===== src/rtl/flash_rb_pkg.sv =====
`timescale 1ns/1ps
package flash_rb_pkg;
  localparam int FLAG_N    = 3;
  localparam int FLAG_RB   = 0;
  localparam int FLAG_CMD  = 1;
  localparam int FLAG_DMA  = 2;
  localparam int QBUSY_BIT = 3;
  localparam logic ADDR_STATUS = 1'b0;
  localparam logic ADDR_ENABLE = 1'b1;

  typedef struct packed {
    logic [FLAG_N-1:0] setMask;
    logic [FLAG_N-1:0] clrMask;
    logic              enWr;
    logic [FLAG_N-1:0] enData;
  } ctlStrobe_t;
endpackage


===== src/rtl/flash_rb_ctl.sv =====
`timescale 1ns/1ps
module flash_rb_ctl
  import flash_rb_pkg::*;
#(
  parameter int NUM_RB = 4,
  parameter int SEL_W  = 2
) (
  input  logic              clk,
  input  logic              rst_n,
  input  logic [NUM_RB-1:0] rbLevel,
  input  logic [SEL_W-1:0]  rbSel,
  input  logic              cmdDone,
  input  logic              dmaDone,
  input  logic              regWrEn,
  input  logic              regAddr,
  input  logic [FLAG_N-1:0] wrBits,
  output ctlStrobe_t        strobe
);
  // Per-line history so that changing rbSel never fakes an edge
  logic [NUM_RB-1:0] prevLevel;
  logic [NUM_RB-1:0] riseVec;
  logic              rbRise;

  always_ff @(posedge clk or negedge rst_n) begin
    if (!rst_n) prevLevel <= '1;
    else        prevLevel <= rbLevel;
  end

  assign riseVec = rbLevel & ~prevLevel;
  assign rbRise  = riseVec[rbSel];

  always_comb begin
    strobe                   = '0;
    strobe.setMask[FLAG_RB]  = rbRise;
    strobe.setMask[FLAG_CMD] = cmdDone;
    strobe.setMask[FLAG_DMA] = dmaDone;
    strobe.clrMask = (regWrEn && regAddr == ADDR_STATUS) ? wrBits : '0;
    strobe.enWr    = regWrEn && regAddr == ADDR_ENABLE;
    strobe.enData  = wrBits;
  end
endmodule


===== src/rtl/flash_rb_dp.sv =====
`timescale 1ns/1ps
module flash_rb_dp
  import flash_rb_pkg::*;
#(
  parameter int NUM_RB      = 4,
  parameter int DATA_W      = 32,
  parameter int SYNC_STAGES = 2,
  parameter int LEVEL_LSB   = 8
) (
  input  logic              clk,
  input  logic              rst_n,
  input  logic [NUM_RB-1:0] rbPins,
  input  logic              cmdQueueBusy,
  input  logic              regAddr,
  input  ctlStrobe_t        strobe,
  output logic [NUM_RB-1:0] rbLevel,
  output logic [FLAG_N-1:0] flagQ,
  output logic [FLAG_N-1:0] enableQ,
  output logic [DATA_W-1:0] regRdData,
  output logic              irq
);
  logic [NUM_RB-1:0] syncStage [SYNC_STAGES];

  always_ff @(posedge clk or negedge rst_n) begin
    if (!rst_n) syncStage[0] <= '1;
    else        syncStage[0] <= rbPins;
  end

  for (genvar s = 1; s < SYNC_STAGES; s++) begin : g_sync
    always_ff @(posedge clk or negedge rst_n) begin
      if (!rst_n) syncStage[s] <= '1;
      else        syncStage[s] <= syncStage[s-1];
    end
  end

  assign rbLevel = syncStage[SYNC_STAGES-1];

  // Set term is applied after the clear term: a same-cycle event wins
  always_ff @(posedge clk or negedge rst_n) begin
    if (!rst_n) begin
      flagQ   <= '0;
      enableQ <= '0;
    end else begin
      flagQ <= (flagQ & ~strobe.clrMask) | strobe.setMask;
      if (strobe.enWr) enableQ <= strobe.enData;
    end
  end

  always_comb begin
    regRdData = '0;
    if (regAddr == ADDR_STATUS) begin
      regRdData[FLAG_N-1:0]          = flagQ;
      regRdData[QBUSY_BIT]           = cmdQueueBusy;
      regRdData[LEVEL_LSB +: NUM_RB] = rbLevel;
    end else begin
      regRdData[FLAG_N-1:0] = enableQ;
    end
  end

  assign irq = |(flagQ & enableQ);
endmodule


===== src/rtl/flash_rb_intr.sv =====
`timescale 1ns/1ps
module flash_rb_intr
  import flash_rb_pkg::*;
#(
  parameter int NUM_RB      = 4,
  parameter int SEL_W       = (NUM_RB > 1) ? $clog2(NUM_RB) : 1,
  parameter int DATA_W      = 32,
  parameter int SYNC_STAGES = 2,
  parameter int LEVEL_LSB   = 8
) (
  input  logic              clk,
  input  logic              rst_n,
  input  logic [NUM_RB-1:0] rbPins,
  input  logic [SEL_W-1:0]  rbSel,
  input  logic              cmdDone,
  input  logic              dmaDone,
  input  logic              cmdQueueBusy,
  input  logic              regWrEn,
  input  logic              regAddr,
  input  logic [DATA_W-1:0] regWrData,
  output logic [DATA_W-1:0] regRdData,
  output logic              irq
);
  ctlStrobe_t        strobe;
  logic [NUM_RB-1:0] rbLevel;
  logic [FLAG_N-1:0] flagQ;
  logic [FLAG_N-1:0] enableQ;
  logic              unusedWrBits;

  assign unusedWrBits = ^regWrData[DATA_W-1:FLAG_N];

  flash_rb_ctl #(.NUM_RB(NUM_RB), .SEL_W(SEL_W)) u_ctl (
    .clk(clk), .rst_n(rst_n), .rbLevel(rbLevel), .rbSel(rbSel),
    .cmdDone(cmdDone), .dmaDone(dmaDone), .regWrEn(regWrEn),
    .regAddr(regAddr), .wrBits(regWrData[FLAG_N-1:0]), .strobe(strobe)
  );

  flash_rb_dp #(
    .NUM_RB(NUM_RB), .DATA_W(DATA_W),
    .SYNC_STAGES(SYNC_STAGES), .LEVEL_LSB(LEVEL_LSB)
  ) u_dp (
    .clk(clk), .rst_n(rst_n), .rbPins(rbPins), .cmdQueueBusy(cmdQueueBusy),
    .regAddr(regAddr), .strobe(strobe), .rbLevel(rbLevel), .flagQ(flagQ),
    .enableQ(enableQ), .regRdData(regRdData), .irq(irq)
  );
endmodule


===== config.mk =====
export PLATFORM = sky130hd
export DESIGN_NAME = flash_rb_intr
export DESIGN_NICKNAME = d
export VERILOG_FILES = /design/src/rtl/flash_rb_pkg.sv /design/src/rtl/flash_rb_ctl.sv /design/src/rtl/flash_rb_dp.sv /design/src/rtl/flash_rb_intr.sv
export SDC_FILE = /design/constraint.sdc
export NUM_CORES = 1
export LEC_CHECK = 0
export CORE_AREA = 2 2 53 55
export DETAILED_ROUTE_END_ITERATION = 10
export DIE_AREA = 0 0 55 57
export DONT_BUFFER_PORTS = 1
export GPL_TIMING_DRIVEN = 0
export SYNTH_ARGS = -nofsm -noshare
export SYNTH_HDL_FRONTEND = slang
export SYNTH_HIERARCHICAL = 1
export SYNTH_SLANG_ARGS = --single-unit

===== constraint.sdc =====
create_clock -name clk -period 3.9 [get_ports clk]
set_input_delay 1.17 -clock clk [delete_from_list [all_inputs] [get_ports clk]]
set_output_delay 1.17 -clock clk [all_outputs]
set_load 0.02 [all_outputs]

==> results_dict.tcl <==
set metrics [dict create \
    status "complete, no violations" \
    slowest_delay_ns 0.37 \
    finalSetupViolCount 0 \
    rows 19 \
    report.final.slew_viol_count 0 \
    path_cells "mux2_2" \
    hold_violations 0 \
    highest_layer "met4" \
    critPathKind "in2out" \
    p_per_area_nw_per_um2 364 \
    grt_max_degree 19 \
    route.met3.wl_um 138 \
    io_buffers 0 \
    fmax_mhz 369 \
    synth_top_area_frac 0.328 \
    max_cap_viol_count 0 \
    grt_overflow 0 \
    synth_seq_cells 18 \
    comb_power_share 0.207 \
    core_area_um2 2620 \
    ctsHoldBuffers 0 \
    ys_seq_area_frac 0.484 \
    swShare 0.262 \
    synth_area_um2 962 \
    hp-start "u_dp/syncStage[6]" \
    irDropWorstVdd_mv 0.236 \
    routed_wl_um 1260 \
    antenna_cells 0 \
    ff_latch_area_um2 465 \
    r2r_end "u_dp/flagQ[0]" \
    rsz0062_at_grt "false" \
    grt_usage 0.0927 \
    num_vias 508 \
    seq_power_share 0.520 \
    final_layout_size_suffix_gt1_frac 0.569 \
    wl_per_cell_um 8.98 \
    ys_warn_count 6 \
    start_util 0.368 \
    clock-root-buffer "clkbuf_4" \
    antenna_found_initial 0 \
    die_h_um 57 \
    hold_path.class "reg2reg" \
    holdWs_ns 0.361 \
    globalplace.congestion 0.774 \
    reg2reg_from "u_dp/rbLevel[2]" \
    reg2reg_setup_slack_ns 2.46 \
    clkPwrFrac 0.273 \
    p_sw_mw 0.107 \
    wl_met2_um 660 \
    first_iter_violations 1 \
    cp_slowest_cell "mux2_2" \
    die-area_um2 3140 \
    crit_fanout 10 \
    ys_top_cells_by_area "dfstp_2, buf_4, dfrtp_1" \
    cts.sinks 18 \
    period_share 0.696 \
    worstPathArrival_ns 1.54 \
    postCtsSetupBuffers 0 \
    num-fill-cells 250 \
    clockBufferDepth 2 \
    post_cts_resized 0 \
    numCtsBuffers 3 \
    crit_family "multiplexers" \
    grt_pass1_vias 468 \
    dr.pass1.iters 4 \
    worstRegToRegCells 5 \
    clk_pin_slew_ns 0.10 \
    wl_met1_um 440 \
    end_kind "output port" \
    crit_buf_inv 0 \
    start_kind "input pin" \
    drc_errors 0 \
    synth_largest_area_cell "dfstp_2" \
    multi_input_area_um2 313 \
    internal_power_mw 0.302 \
    hold_depth 0 \
    area_delta_synth_final_pct 16.8 \
    synth_cell_types 12 \
    power_leakage_nw 0.564 \
    finalCriticalPeriod_ns 2.71 \
    grt_pass1_wl_um 2030 \
    syn-instance-count 82 \
    antenna_left 0 \
    die_x_um 55 \
    htree_levels 1 \
    fin_skew_ns 0.00289 \
    crit_required_ns 2.73 \
    finalSetupTns_ns 0 \
    cts_tree "built" \
    vias_per_cell 3.63 \
    hold-path-endpoint "u_dp/rbLevel[2]" \
    ioPinCount 78 \
    syn_area_per_cell_um2 11.7 \
    insertion_delay_ns 0.29 \
    finish.net_count 155 \
]
[synth_stat cells]
cell type,count
a21o_1,3
a222oi_1,1
and2_1,4
and2b_2,5
buf_4,34
conb_1,1
dfrtp_1,6
dfstp_2,12
inv_1,4
mux2_2,6
mux4_2,1
nor2b_1,5
[placed cells by master (no fill, tap or decap), drive strengths merged]
| cell | count |
|---|---|
| conb | 24 |
| and2 | 4 |
| mux4 | 1 |
| buf | 34 |
| dfrtp | 6 |
| dfstp | 12 |
| mux2 | 6 |
| inv | 4 |
| nor2b | 5 |
| a21o | 3 |
| and2b | 5 |
| a222oi | 1 |
| clkbuf | 4 |
[how the worst max path moves through the flow]
stage | to | depth (start not counted) | from
floorplan | regRdData[0] | 1 | regAddr
global placement | regRdData[0] | 1 | regAddr
detailed placement | regRdData[0] | 1 | regAddr
CTS | regRdData[0] | 1 | regAddr
global route | regRdData[0] | 1 | regAddr
finish | regRdData[0] | 1 | regAddr
[routing by layer]
metal,vias up,global-route usage
met3,2,0.0288
li1,259,-
met2,33,0.165
met5,-,0
met4,0,0.0523
met1,214,0.0903
[per-stage QoR]
step / util / worst slack, ns / area (um^2) / power [mW] / cells
after floorplan: - / 1.20 / 1050 / 0.294 / 105
after global placement: 0.416 / 1.19 / 1090 / 0.299 / 136
after detailed placement: 0.416 / 1.18 / 1090 / 0.301 / 136
after CTS: 0.430 / 1.18 / 1120 / 0.415 / 140
after global routing: 0.430 / 1.18 / 1120 / 0.434 / 140
final: 0.430 / 1.19 / 1120 / 0.409 / 140
[flip-flops by register name, summed over array words and instances, names as in the netlist]
register and count:
u_ctl/prevLevel 4, u_dp/enableQ 3, u_dp/flagQ 3, u_dp/syncStage 4, u_dp/rbLevel 4
[layout make-up]
type                       count  area share
tap                           31      0.0345
clock buffer                   4      0.0323
multi-input combinational     49       0.278
inverter                       4      0.0134
sequential                    18       0.414
buffer                        34       0.227
[power groups by stage]
stage / clock [mW] / sequential, mW / combinational (mW)
floorplan: 0 / 0.214 / 0.0806
global placement: 0 / 0.215 / 0.0839
detailed placement: 0 / 0.216 / 0.0847
CTS: 0.117 / 0.213 / 0.0848
global route: 0.127 / 0.215 / 0.0927
finish: 0.112 / 0.213 / 0.0845
[cell families after synthesis]
family,synth area share
other,0.00390
muxes,0.0936
DFF,0.484
AOI/OAI and AO/OA,0.0338
buffers and inverters,0.281
and+or+nand+nor,0.104
Power figures use the tool's default switching activity.
